$ cat src/rtl/ctc_pkg.sv
package ctc_pkg;
  typedef enum logic [1:0] {
    SEL_CNT  = 2'd0,
    SEL_CMP  = 2'd1,
    SEL_NONE = 2'd2
  } reg_sel_e;

  // forward distance from 'from' to 'to' modulo 2^W
  function automatic logic [63:0] fwd_dist(input logic [63:0] to, input logic [63:0] from,
                                           input int unsigned w);
    logic [63:0] mask;
    mask = (w >= 64) ? '1 : ((64'd1 << w) - 64'd1);
    return (to - from) & mask;
  endfunction
endpackage

$ cat src/rtl/ctc_counter.sv
module ctc_counter #(
  parameter int CNT_W  = 32,
  parameter int STEP_W = 8
) (
  input  logic              clk,
  input  logic              rst,
  input  logic              load,
  input  logic [CNT_W-1:0]  load_val,
  input  logic [STEP_W-1:0] step,
  output logic [CNT_W-1:0]  count
);
  logic [CNT_W-1:0] step_ext;
  assign step_ext = CNT_W'(step);

  always_ff @(posedge clk) begin
    if (rst)       count <= '0;
    else if (load) count <= load_val;
    else           count <= count + step_ext;
  end
endmodule

$ cat src/rtl/ctc_cmp_slot.sv
module ctc_cmp_slot #(
  parameter int CNT_W  = 32,
  parameter int STEP_W = 8
) (
  input  logic              clk,
  input  logic              rst,
  input  logic              wr,
  input  logic [CNT_W-1:0]  wdata,
  input  logic              eval_en,
  input  logic [CNT_W-1:0]  old_cnt,
  input  logic [STEP_W-1:0] step,
  output logic [CNT_W-1:0]  cmp_val,
  output logic              hit
);
  logic [CNT_W-1:0] gap;
  logic             in_window;

  // modular distance ahead of the pre-advance count
  assign gap       = cmp_val - old_cnt;
  assign in_window = (gap <= CNT_W'(step));

  always_ff @(posedge clk) begin
    if (rst)     cmp_val <= '0;
    else if (wr) cmp_val <= wdata;
  end

  always_ff @(posedge clk) begin
    if (rst)                       hit <= 1'b0;
    else if (wr)                   hit <= 1'b0;
    else if (eval_en && in_window) hit <= 1'b1;
  end
endmodule

$ cat src/rtl/ctc_wake_sel.sv
module ctc_wake_sel #(
  parameter int CNT_W = 32,
  parameter int N_CMP = 3
) (
  input  logic [CNT_W-1:0]       cnt,
  input  logic [N_CMP*CNT_W-1:0] cmp_flat,
  output logic [CNT_W-1:0]       wake
);
  logic [CNT_W-1:0] best_d;
  logic [CNT_W-1:0] cand_d;

  always_comb begin
    wake   = cnt - CNT_W'(1);
    best_d = '1;
    cand_d = '0;
    for (int k = 0; k < N_CMP; k++) begin
      cand_d = cmp_flat[k*CNT_W +: CNT_W] - cnt;
      if (cand_d < best_d) begin
        best_d = cand_d;
        wake   = cmp_flat[k*CNT_W +: CNT_W];
      end
    end
  end
endmodule

$ cat src/rtl/ctc_irq_route.sv
module ctc_irq_route #(
  parameter int N_CMP = 3,
  parameter int N_IRQ = 8,
  parameter int IDX_W = 3,
  parameter logic [N_CMP*IDX_W-1:0] MAP = '0
) (
  input  logic [N_CMP-1:0] hits,
  output logic [N_IRQ-1:0] irq
);
  always_comb begin
    irq = '0;
    for (int k = 0; k < N_CMP; k++) begin
      if (hits[k]) irq[MAP[k*IDX_W +: IDX_W]] = 1'b1;
    end
  end
endmodule

$ cat src/rtl/cyc_cmp_timer.sv
module cyc_cmp_timer #(
  parameter int CNT_W  = 32,
  parameter int STEP_W = 8,
  parameter int N_CMP  = 3,
  parameter int N_IRQ  = 8,
  parameter int ADDR_W = 3,
  parameter logic [N_CMP*$clog2(N_IRQ)-1:0] IRQ_MAP = 9'b010_101_001
) (
  input  logic              clk,
  input  logic              rst,
  input  logic              tmr_en,
  input  logic [STEP_W-1:0] step,
  input  logic              wr_en,
  input  logic [ADDR_W-1:0] wr_addr,
  input  logic [CNT_W-1:0]  wr_data,
  input  logic [ADDR_W-1:0] rd_addr,
  output logic [CNT_W-1:0]  rd_data,
  output logic [N_IRQ-1:0]  irq_o,
  output logic [CNT_W-1:0]  wake_o
);
  import ctc_pkg::*;

  localparam int IDX_W = $clog2(N_IRQ);

  logic                   cnt_ld;
  logic [N_CMP-1:0]       cmp_wr;
  logic [CNT_W-1:0]       cnt_q;
  logic [N_CMP*CNT_W-1:0] cmp_flat;
  logic [N_CMP-1:0]       hit_q;
  logic                   eval_en;
  reg_sel_e               rd_sel;

  // write decode
  assign cnt_ld  = wr_en && (wr_addr == '0);
  assign eval_en = tmr_en && !cnt_ld;

  ctc_counter #(.CNT_W(CNT_W), .STEP_W(STEP_W)) u_cnt (
    .clk      (clk),
    .rst      (rst),
    .load     (cnt_ld),
    .load_val (wr_data),
    .step     (step),
    .count    (cnt_q)
  );

  for (genvar k = 0; k < N_CMP; k++) begin : g_slot
    assign cmp_wr[k] = wr_en && (wr_addr == ADDR_W'(k + 1));

    ctc_cmp_slot #(.CNT_W(CNT_W), .STEP_W(STEP_W)) u_slot (
      .clk     (clk),
      .rst     (rst),
      .wr      (cmp_wr[k]),
      .wdata   (wr_data),
      .eval_en (eval_en),
      .old_cnt (cnt_q),
      .step    (step),
      .cmp_val (cmp_flat[k*CNT_W +: CNT_W]),
      .hit     (hit_q[k])
    );
  end

  ctc_wake_sel #(.CNT_W(CNT_W), .N_CMP(N_CMP)) u_wake (
    .cnt      (cnt_q),
    .cmp_flat (cmp_flat),
    .wake     (wake_o)
  );

  ctc_irq_route #(.N_CMP(N_CMP), .N_IRQ(N_IRQ), .IDX_W(IDX_W), .MAP(IRQ_MAP)) u_route (
    .hits (hit_q),
    .irq  (irq_o)
  );

  // read path
  always_comb begin
    if (rd_addr == '0)                              rd_sel = SEL_CNT;
    else if (32'(rd_addr) <= N_CMP)                 rd_sel = SEL_CMP;
    else                                            rd_sel = SEL_NONE;
  end

  always_comb begin
    rd_data = '0;
    case (rd_sel)
      SEL_CNT: rd_data = cnt_q;
      SEL_CMP: begin
        for (int k = 0; k < N_CMP; k++) begin
          if (rd_addr == ADDR_W'(k + 1)) rd_data = cmp_flat[k*CNT_W +: CNT_W];
        end
      end
      default: rd_data = '0;
    endcase
  end
endmodule

$ cat config.mk
export PLATFORM = sky130hd
export DESIGN_NAME = cyc_cmp_timer
export DESIGN_NICKNAME = d
export VERILOG_FILES = /design/src/rtl/ctc_pkg.sv /design/src/rtl/ctc_counter.sv /design/src/rtl/ctc_cmp_slot.sv /design/src/rtl/ctc_wake_sel.sv /design/src/rtl/ctc_irq_route.sv /design/src/rtl/cyc_cmp_timer.sv
export SDC_FILE = /design/constraint.sdc
export NUM_CORES = 1
export LEC_CHECK = 0
export CAP_MARGIN = 40
export CORE_ASPECT_RATIO = 1.2
export CORE_MARGIN = 1.5
export CORE_UTILIZATION = 40
export DETAILED_ROUTE_END_ITERATION = 8
export GPL_TIMING_DRIVEN = 0
export PLACE_DENSITY_LB_ADDON = 0.05
export SYNTH_ARGS = -nofsm -noshare
export SYNTH_HDL_FRONTEND = slang
export SYNTH_HIERARCHICAL = 1
export SYNTH_SLANG_ARGS = --single-unit
$ cat constraint.sdc
create_clock -name clk -period 10.6 [get_ports clk]
set_input_delay 2.12 -clock clk [delete_from_list [all_inputs] [get_ports clk]]
set_output_delay 2.12 -clock clk [all_outputs]
set_load 0.02 [all_outputs]
### After elaboration in Yosys (flattened, before gate mapping)

Cells that the tools add are included.

| cells by class | value |
|---|---|
| shift operators | 0 |
| add/subtract/negate cells | 5 |
| bitwise operators | 0 |
| $mul | 0 |
| order comparisons | 7 |
| reduce and logical (&&, ||, !) cells | 15 |
| equality and inequality tests | 7 |
| multiplexer cells | 15 |
| divide/modulo/power cells | 0 |

Operators by type and width:

| kind | number |
|---|---|
| 32-bit 2-to-1 mux | 9 |
| 32-bit by 8-bit less-or-equal comparator with 1-bit output | 3 |
| 32-bit subtractor | 3 |
| 32-bit < comparator | 2 |
| 32-bit case mux with 2 select lines | 1 |
| 32-bit by 8-bit adder with 32-bit output | 1 |
| 32-bit < comparator (second input constant) | 1 |
| 32-bit by 1-bit subtractor with 32-bit output (second input constant) | 1 |
| 3-bit by 2-bit equality test with 1-bit output (second input constant) | 4 |
| 1-bit logical AND | 8 |
| 3-bit by 1-bit equality test with 1-bit output (second input constant) | 2 |
| 3-bit logical NOT | 2 |
| 2-bit OR reduction | 3 |
| 2-bit 2-to-1 mux | 2 |
| 3-bit by 2-bit less-or-equal comparator with 1-bit output (second input constant) | 1 |
| 1-bit 2-to-1 mux | 3 |
| 2-bit by 1-bit equality test with 1-bit output (second input constant) | 1 |
| 2-bit logical NOT | 1 |
| 1-bit logical NOT | 1 |

| word-level totals | value |
|---|---|
| output and inout bits | 72 |
| input port bits | 50 |
| memories | 0 |
| word-level logic and storage cells | 56 |
| memory bits (writable) | 0 |
| latch bits | 0 |
| ROM bits | 0 |
| flip-flop bits (word level) | 131 |

### Logic depth before layout (Yosys ltp)

Gate-level depths: netlist of the first run.

| logic depth | value |
|---|---|
| word-level depth | 7 |
| gate-level depth with buffers | 38 |
| mapped depth without buffers | 33 |

### Modules after synthesis

The synthesis of the first run kept the hierarchy.

By module, submodules not included:

| module | sequential area each (µm²) | times used | area each (µm²) | cells an instance |
|---|---|---|---|---|
| ctc_wake_sel | 0.0 | 1 | 8719.6 | 1250 |
| ctc_cmp_slot at g_slot[1].u_slot | 660.6 | 1 | 3666.0 | 480 |
| ctc_cmp_slot at g_slot[2].u_slot | 660.6 | 1 | 3425.8 | 449 |
| ctc_cmp_slot at g_slot[0].u_slot | 660.6 | 1 | 3420.8 | 443 |
| ctc_counter | 640.6 | 1 | 2110.8 | 267 |
| cyc_cmp_timer | 0.0 | 1 | 1071.0 | 117 |
| ctc_irq_route | 0.0 | 1 | 63.8 | 9 |

### Worst setup path before layout of the first run

OpenSTA, ideal clock, no wires.

| path | value |
|---|---|
| path kind | register to output |
| start point | register u_cnt.count[4] |
| end point | output port wake_o[0] |
| arrival | 7.652 ns |
| path slack | 0.828 ns |
| buffers on the path | 5 |
| data required time | 8.480 ns |
| cell stages (with the launch flop) | 31 |
| cell sequence | dfxtp_1 > inv_1 > ha_1 > a211o_1 > or3_1 > buf_2 > o2111a_1 > o31a_1 > o21ai_2 > mux2i_1 > a2111oi_4 > ha_1 > nand2_1 > nor2_1 > a211oi_1 > nand3b_1 > a2111oi_0 > o21a_1 > clkbuf_1 > clkbuf_1 > buf_1 > a21oi_1 > ha_1 > nand2_1 > nor4_1 > and3_1 > nand3_1 > o31ai_2 > clkbuf_1 > mux2i_1 > o221ai_1 |

| between the ends | value |
|---|---|
| longest elaborated chain between the ends | 7 |
| elaborated cells between the ends (all ways) | 11 |
| those cells by class | add/sub (3); order compare (3); mux (5) |

Ends and longest elaborated chain:

| element | line | RTL |
|---|---|---|
| from (decl) | ctc_counter.sv:10 | `output logic [CNT_W-1:0] count` |
| from (signal assigned) | ctc_counter.sv:17 | `else if (load) count <= load_val;` |
| from (signal assigned) | ctc_counter.sv:18 | `else count <= count + step_ext;` |
| 32-bit subtractor | ctc_wake_sel.sv:17 | `cand_d = cmp_flat[k*CNT_W +: CNT_W] - cnt;` |
| 32-bit < comparator | ctc_wake_sel.sv:18 | `if (cand_d < best_d) begin` |
| 32-bit 2-to-1 mux | ctc_wake_sel.sv:18 |  |
| 32-bit < comparator | ctc_wake_sel.sv:18 |  |
| 32-bit 2-to-1 mux | ctc_wake_sel.sv:18 |  |
| 32-bit < comparator | ctc_wake_sel.sv:18 |  |
| 32-bit 2-to-1 mux (*) | ctc_wake_sel.sv:18 |  |
| to (decl) | cyc_cmp_timer.sv:19 | `output logic [CNT_W-1:0] wake_o` |

Mark *: on every way between the ends. The rest lies on a longest branch, timed or not.

### Worst setup path in the final report of the first run

| path | value |
|---|---|
| start point | register u_cnt.count[1] |
| end point | output port wake_o[8] |

The elaborated chain is that of the path after synthesis.

==> implementation parameters, run 1 <==
Parameter                              Value

Place
  Detailed Place HPWL    88,300 um
  Number of I/O port buffers    114
  Weighted congestion reported at the end of routability-driven placement    0.980
  Cells after DPL    3,876
  Post-placement worst setup slack    -3.71 ns

Global routing
  First-pass GRT wire length    153,000 um
  Pin count of the biggest net entering global routing    17
  GR Overflow Total    0
  Antenna violations before repair    2
  GRT Total Usage    35.8%
  Number of global-route vias before repair    24,300

Worst setup path
  Critical path endpoint category    output port
  Longest individual stage delay on the worst path    0.40 ns
  Worst Path Max Fanout    10
  Worst reg2reg setup slack    6.04 ns
  Setup Crit Path Kind    flip-flop to output port
  Data arrival, critical path    8.33 ns
  Critical Path Most Common Cell    sky130_fd_sc_hd__ha_1
  Startpoint Class    flip-flop
  Worst EP required    8.48 ns
  Slowest cell on the critical path    sky130_fd_sc_hd__dfxtp_4

Power
  Total internal power    2.43 mW
  Peak VDD IR    0.000138 V
  Power spent charging and discharging nets    2.58 mW
  Switching Fraction    51.5%
  Gate power share    74.6%
  Leak pwr    11.2 nW
  Power density cells    191 nW/um2
  Register share of total power    11.9%
  Clock network fraction of design power    13.6%

Logic synthesis
  Synth cell count leaders    sky130_fd_sc_hd__nor2_1, sky130_fd_sc_hd__ha_1, sky130_fd_sc_hd__inv_1
  Most common cell in the netlist    sky130_fd_sc_hd__nor2_1
  Primary flip-flop cell chosen by synthesis mapping    sky130_fd_sc_hd__dfxtp_1
  Gate Count Post-Synth    3,015
  Library cell with the largest summed area after synthesis    sky130_fd_sc_hd__ha_1
  Distinct cell type count of the synthesized netlist    113
  Number of warnings reported in the yosys synthesis log    6
  Number of synthesized flops with an enable pin    0
  Mapped cell area    22,500 um2
  Cell types occupying the most area after synthesis    sky130_fd_sc_hd__ha_1, sky130_fd_sc_hd__dfxtp_1, sky130_fd_sc_hd__mux2i_1, sky130_fd_sc_hd__nor2_1, sky130_fd_sc_hd__a21oi_1
  Proportion of register bits with asynchronous set or reset after synthesis    0%
  Synthesized area divided by synthesized cell count    7.46 um2
  Sequential share of the synthesized area    11.7%
  Area fraction of the dominant cell type after synthesis    15.7%
  Yosys reg bits    131

Clock tree
  Clock root buffer    sky130_fd_sc_hd__clkbuf_16
  Number of buffers on the longest clock path    2
  Clock Latency Late Sink    0.45 ns
  TritonCTS clock tree    done
  Clock transition at the registers of the reported paths    0.07 ns
  Clock sink count    131
  CTS H-Tree Depth    4
  Number of buffers created by CTS    17
  Cts hold-fix bufs    0

Routing
  Vias after detailed routing    24,900
  Routed length per placed instance    26.8 um
  Post-route ant nets    0
  Number of DRC markers in iteration 0    1,874
  Router iterations before antenna repair    7
  Met3 WL post-DR    5220 um
  Top sig layer    met5
  Detailed-route vias per instance    6.30
  Post-Route M1 WL    41,800 um
  Residual DRC count    0
  Length of routed met2 wiring    51,300 um
  Overall routed net length    106,000 um

STA
  Final setup violating endpoints    0
  Slack of the critical path    0.148 ns
  Measured slew at the worst slew-check pin    0.894 ns
  Endpoints failing hold    0
  Worst hold slack    0.513 ns
  Summed negative setup slack over all endpoints    0 ns
  Time the worst path needs with I/O delays and setup    10.45 ns
  Final worst path period share    98.6%
  Skew final    0.0104 ns
  Relative max-transition margin    40.4%
  Maximum clock rate    95.7 MHz
  Final Max Tran Viols    0

Floorplanning
  Die Wd    219 um
  Die ar.    57,600 um2
  Std-Cell Rows    95
  Core area    55,700 um2
  I/O pin count    122
  Initial Utilization    40.3%
  Die Span Y    263 um

Layout
  Share of post-route cells with drive strength above 1    11.1%
  Register cell area after layout    2720 um2
  Area delta synth->final    16.9%
  # fillers    5,673
  Post-layout instance count excluding filler cells    3,958
  Multi-input combinational cell area    18,500 um2
  Final nets    3,556

Flow run
  Total of max-cap violations    0

Min path
  Hold Crit Class    flip-flop to flip-flop

Status
  Status    finished clean
-- critical path, delay by kind of cell, from the launching register on --
| family | cells | cell delay [ns] |
|---|---|---|
| flip-flops | 1 | 0.40 |
| adder cells (fa/ha/maj) | 3 | 0.91 |
| AO/OA/AOI/OAI | 15 | 3.01 |
| AND/OR/NAND/NOR | 10 | 2.13 |
| buffers and inverters | 7 | 1.37 |
-- worst paths after layout --
| path | start | end | cells after the start |
|---|---|---|---|
| setup / recovery | u_cnt/count[1]$_SDFF_PP0_ | wake_o[8] | 35 |
| hold / removal | g_slot[0].u_slot/hit$_SDFFE_PP0P_ | g_slot[0].u_slot/hit$_SDFFE_PP0P_ | 1 |
| setup reg to reg | g_slot[2].u_slot/cmp_val[0]$_SDFFE_PP0P_ | g_slot[2].u_slot/hit$_SDFFE_PP0P_ | 17 |
| hold reg to reg | g_slot[0].u_slot/hit$_SDFFE_PP0P_ | g_slot[0].u_slot/hit$_SDFFE_PP0P_ | 1 |
-- power groups by stage --
stage | clock, mW | combinational (mW) | sequential (mW)
2_1_floorplan | 0 | 2.26 | 0.561
3_3_place_gp | 0 | 3.23 | 0.606
3_5_place_dp | 0 | 3.31 | 0.606
4_1_cts | 0.686 | 3.56 | 0.595
5_1_grt | 0.707 | 4.00 | 0.596
6_report | 0.680 | 3.74 | 0.595
-- logic make-up after synthesis --
family                   count (synthesis)  synth area share, %
multiplexers                           210                 9.38
AND/OR/NAND/NOR                        965                 21.3
adder cells (fa/ha/maj)                289                 16.3
buffers and inverters                  379                 7.56
flip-flops                             131                 11.7
XOR/XNOR                               152                 5.92
AO/OA/AOI/OAI                          888                 27.8
other                                    1               0.0167
-- flip-flops by register name (all words and copies together), names as in the netlist --
| signal | cells |
|---|---|
| g_slot.u_slot/cmp_val | 96 |
| g_slot.u_slot/hit | 3 |
| u_cnt/count | 32 |
-- what timing repair did --
action | CTS | global route
setup buffers | 15 | 37
endpoints found under the setup margin | 32 | 32
pin swaps | 17 | 20
gates resized for setup | 192 | 106
-- metrics by stage --
step	total power, mW	util, %	instance area (um2)
2_1_floorplan	2.82	-	22500
5_1_grt	5.31	47.1	26300
3_5_place_dp	3.91	44.4	24700
4_1_cts	4.85	46.3	25800
6_report	5.01	47.1	26300
3_3_place_gp	3.84	44.0	24500
-- layer usage --
metal	up-vias	global-route usage (%)
li1	11600	-
met1	12100	41.4
met2	961	62.7
met3	285	3.41
met4	2	21.9
met5	-	0
-- cells in the final DEF, fill, tap and decap left out, drive strengths merged, types with 26 or more instances in the layout --
cell	synthesis	routed
a2111oi	33	33
a211oi	44	44
a21o	90	90
a21oi	218	218
a31oi	27	27
and2	35	35
and3	26	26
buf	66	146
clkbuf	76	99
clkdlybuf4s50	0	82
dfxtp	131	131
ha	282	282
inv	236	237
mux2i	204	204
nand2	207	207
nand2b	31	31
nand3	63	63
nand4	70	70
nor2	307	307
nor3	66	66
nor4	27	27
o211ai	67	67
o21a	39	39
o21ai	126	126
o22ai	44	44
or3	31	31
xnor2	109	109
xor2	43	43
-- final cells by class --
type	instances	area share (%)
Multi-Input combinational cell	2509	70.5
Timing Repair Buffer	184	6.21
Inverter	236	3.42
Sequential cell	131	10.3
Clock buffer	18	1.63
Antenna cell	1	0.00952
Tap cell	727	3.46
Buffer	138	3.54
Clock inverter	14	0.857
(Power assumes the default switching activity.)
==> run 2: changes to the inputs <==
Settings changed: CAP_MARGIN 40 to unset, SYNTH_HIERARCHICAL 1 to unset.
==> implementation parameters, run 2 <==
Parameter                              Value

Routing
  Routed length per placed instance    23.6 um (-12%)
  Post-route ant nets    0 (unchanged)
  Detailed-route vias per instance    5.96 (-5.4%)
  Vias after detailed routing    16,900 (-32%)
  Overall routed net length    66,800 um (-37%)
  Number of DRC markers in iteration 0    1,520 (-19%)
  Residual DRC count    0 (unchanged)
  Router iterations before antenna repair    5 (-2)

Place
  Number of I/O port buffers    112 (-1.8%)
  Placed inst area    17,500 um2 (-29%)
  Weighted congestion reported at the end of routability-driven placement    0.943 (-3.8%)
  Detailed Place HPWL    55,000 um (-38%)

Layout
  Highest-count cells in the layout ignoring fill and taps    sky130_fd_sc_hd__nand2_1, sky130_fd_sc_hd__a21oi_1, sky130_fd_sc_hd__nor2_1
  # fillers    3,846 (-32%)
  Most common library cell in the layout ignoring fill and taps    sky130_fd_sc_hd__nand2_1
  Biggest register    g_slot.u_slot.cmp_val
  Share of post-route cells with drive strength above 1    12.5% (+1.4 points)
  Multi-input combinational cell area    13,100 um2 (-30%)
  Area delta synth->final    24.4%
  Biggest registers after layout    g_slot.u_slot.cmp_val: 96 flops, u_cnt.count: 32 flops, g_slot.u_slot.hit: 3 flops
  Finished layout cell area    19,500 um2 (-26%)
  Register cell area after layout    2650 um2 (-2.6%)
  Number of flip-flops in the largest register    96 (unchanged)
  Layout Utilization    50.4% (+3.2 points)
  Total inserted antenna cells    0 (-1)
  Final nets    2,539 (-29%)

Global routing
  First-pass GRT wire length    98,900 um (-35%)
  Antenna violations before repair    0 (-2)
  Number of global-route vias before repair    16,100 (-34%)
  GRT Total Usage    33.1% (-2.7 points)
  GR Overflow Total    0 (unchanged)
  Pin count of the biggest net entering global routing    17 (unchanged)

Clock tree
  Cts hold-fix bufs    0 (unchanged)
  Clock transition at the registers of the reported paths    0.07 ns (about the same)
  Number of buffers on the longest clock path    2 (unchanged)
  TritonCTS clock tree    done
  Number of buffers created by CTS    17 (unchanged)
  Clock sink count    131 (unchanged)
  Clock Latency Late Sink    0.44 ns (about the same)
  Clock root buffer    sky130_fd_sc_hd__clkbuf_16
  CTS H-Tree Depth    4 (unchanged)

STA
  Time the worst path needs with I/O delays and setup    10.63 ns (+0.176 ns)
  Endpoints failing hold    0 (unchanged)
  Final setup violating endpoints    4 (+4)
  Final worst path period share    100% (+1.7 points)
  Unrepaired setup endpoints after global routing    true
  Final Max Tran Viols    0 (unchanged)
  Skew final    0.0137 ns (+0.00328 ns)
  Slack of the critical path    -0.0277 ns (-0.176 ns)
  Summed negative setup slack over all endpoints    -0.0497 ns (-0.0497 ns)
  Measured slew at the worst slew-check pin    0.969 ns (+0.0744 ns)
  Maximum clock rate    94.1 MHz (-1.7%)
  Relative max-transition margin    35.4% (-5.0 points)

Power
  Clock network fraction of design power    8.4% (-5.2 points)
  Power density cells    363 nW/um2 (+90%)
  Total internal power    3.36 mW (+38%)
  Register share of total power    7.9% (-4.0 points)
  Gate power share    83.7% (+9.1 points)
  Leak pwr    7.87 nW (-30%)
  Switching Fraction    52.5% (+1.0 points)
  Power spent charging and discharging nets    3.71 mW (+44%)
  Peak VDD IR    0.000342 V (+150%)

Worst setup path
  Worst reg2reg setup slack    5.66 ns (-0.38 ns)
  Longest individual stage delay on the worst path    0.43 ns (+0.03 ns)
  Critical path endpoint category    output port
  Setup Crit Path Kind    flip-flop to output port
  Data arrival, critical path    8.51 ns (+0.18 ns)
  Worst Path Max Fanout    7 (-3)
  Worst EP required    8.48 ns (about the same)
  Startpoint Class    flip-flop
  Slowest cell on the critical path    sky130_fd_sc_hd__or3b_4

Logic synthesis
  Distinct cell type count of the synthesized netlist    77 (-32%)
  Cell types occupying the most area after synthesis    sky130_fd_sc_hd__dfxtp_1, sky130_fd_sc_hd__ha_1, sky130_fd_sc_hd__a21oi_1, sky130_fd_sc_hd__nand2_1, sky130_fd_sc_hd__xnor2_1
  Number of warnings reported in the yosys synthesis log    0 (-6)
  Most common cell in the netlist    sky130_fd_sc_hd__nand2_1
  Primary flip-flop cell chosen by synthesis mapping    sky130_fd_sc_hd__dfxtp_1
  Yosys reg bits    131 (unchanged)
  Synthesized area divided by synthesized cell count    7.36 um2 (-1.3%)
  Area fraction of the dominant cell type after synthesis    16.8% (+1.1 points)
  Synth cell count leaders    sky130_fd_sc_hd__nand2_1, sky130_fd_sc_hd__a21oi_1, sky130_fd_sc_hd__nor2_1
  Sequential share of the synthesized area    16.8% (+5.1 points)
  Mapped cell area    15,700 um2 (-30%)
  Library cell with the largest summed area after synthesis    sky130_fd_sc_hd__dfxtp_1
  Number of synthesized flops with an enable pin    0 (unchanged)
  Proportion of register bits with asynchronous set or reset after synthesis    0% (unchanged)
  Gate Count Post-Synth    2,127 (-29%)

Floorplanning
  I/O pin count    122 (unchanged)
  Core area    38,600 um2 (-31%)
  Initial Utilization    40.5% (+0.19 points)
  Die Wd    184 um (-16%)
  Die Span Y    220 um (-16%)
  Die ar.    40,300 um2 (-30%)
  Std-Cell Rows    79 (-17%)

Flow run
  Total of max-cap violations    0 (unchanged)

Min path
  Hold Crit Class    flip-flop to flip-flop

Status
  Violated checks    setup timing
  Status    complete, but fails checks
-- run 2: changes by cell type in the layout (fill, tap and decap cells not counted), moves of 32 or more --
cell / change
sky130_fd_sc_hd__nand4_1: -38
sky130_fd_sc_hd__inv_1: -142
sky130_fd_sc_hd__mux4_2: +32
sky130_fd_sc_hd__o211ai_1: -55
sky130_fd_sc_hd__mux2i_1: -168
sky130_fd_sc_hd__ha_1: -82
sky130_fd_sc_hd__o22ai_1: -41
sky130_fd_sc_hd__nor2_1: -116
sky130_fd_sc_hd__o21ai_0: -39
sky130_fd_sc_hd__nand2_1: +96
-- run 2: power groups by stage --
| stage | clock, mW | combinational, mW | sequential [mW] |
|---|---|---|---|
| global placement | 0 | 4.14 | 0.560 |
| CTS | 0.599 | 5.39 | 0.550 |
| global route | 0.619 | 6.23 | 0.561 |
| finish | 0.593 | 5.91 | 0.560 |
| detailed placement | 0 | 4.16 | 0.561 |
| floorplan | 0 | 2.55 | 0.543 |
-- run 2: worst paths after layout --
kind                                                         from                           endpoint  cells after the start
worst max-delay path                    u_cnt.count[4]$_SDFF_PP0_                         wake_o[17]                     36
worst min-delay path            g_slot[2].u_slot.hit$_SDFFE_PP0P_  g_slot[2].u_slot.hit$_SDFFE_PP0P_                      2
worst max register to register          u_cnt.count[1]$_SDFF_PP0_  g_slot[1].u_slot.hit$_SDFFE_PP0P_                     20
worst min register to register  g_slot[2].u_slot.hit$_SDFFE_PP0P_  g_slot[2].u_slot.hit$_SDFFE_PP0P_                      2
-- run 2: layout make-up --
cell class / instances / area share, %
Tap cell: 526 / 3.38
Inverter: 99 / 1.96
Multi-Input combinational cell: 1796 / 67.1
Timing Repair Buffer: 151 / 7.47
Clock buffer: 21 / 2.36
Buffer: 100 / 3.53
Sequential cell: 131 / 13.6
Clock inverter: 11 / 0.662
-- run 2: cells by family after synthesis --
logic type / share of synthesized area (%)
buffers and inverters: 5.21
AO/OA/AOI/OAI: 23.5
other: 0.0240
adder cells (fa/ha/maj): 15.6
XOR/XNOR: 6.77
AND/OR/NAND/NOR: 25.0
multiplexers: 7.16
flip-flops: 16.8
-- run 2: through the flow --
stage          hold slack (ns)  worst slack, ns  cells  total power, mW
2_1_floorplan            0.417            0.640   2131             3.09
3_5_place_dp             0.451            -2.67   2770             4.72
6_report                 0.459          -0.0277   2835             7.07
4_1_cts                  0.464           -0.113   2827             6.53
3_3_place_gp             0.444            -2.67   2769             4.70
5_1_grt                  0.483           -0.295   2835             7.41
-- run 2: worst max-delay path: cells and delay by family, from the launching register on --
kind / cells / cell delay, ns
compound gates: 17 / 4.02
xor+xnor: 1 / 0.17
fa+ha+maj: 3 / 0.95
buf+inv: 5 / 0.85
flops: 1 / 0.40
simple gates: 10 / 1.68
-- run 2: metal layers --
metal	global-route usage, %	up-vias	wire length [um]
met2	53.9	617	30200
met1	45.0	8105	29700
met5	0	-	0
li1	-	8068	-
met3	2.81	105	4020
met4	13.4	0	2840
-- run 2: what timing repair did --
| action | CTS | global route |
|---|---|---|
| setup buffers | 23 | 10 |
| resized for setup | 345 | 94 |
| gates cloned | 4 | 1 |
| setup endpoints to repair | 32 | 32 |
| pin swaps | 50 | 42 |
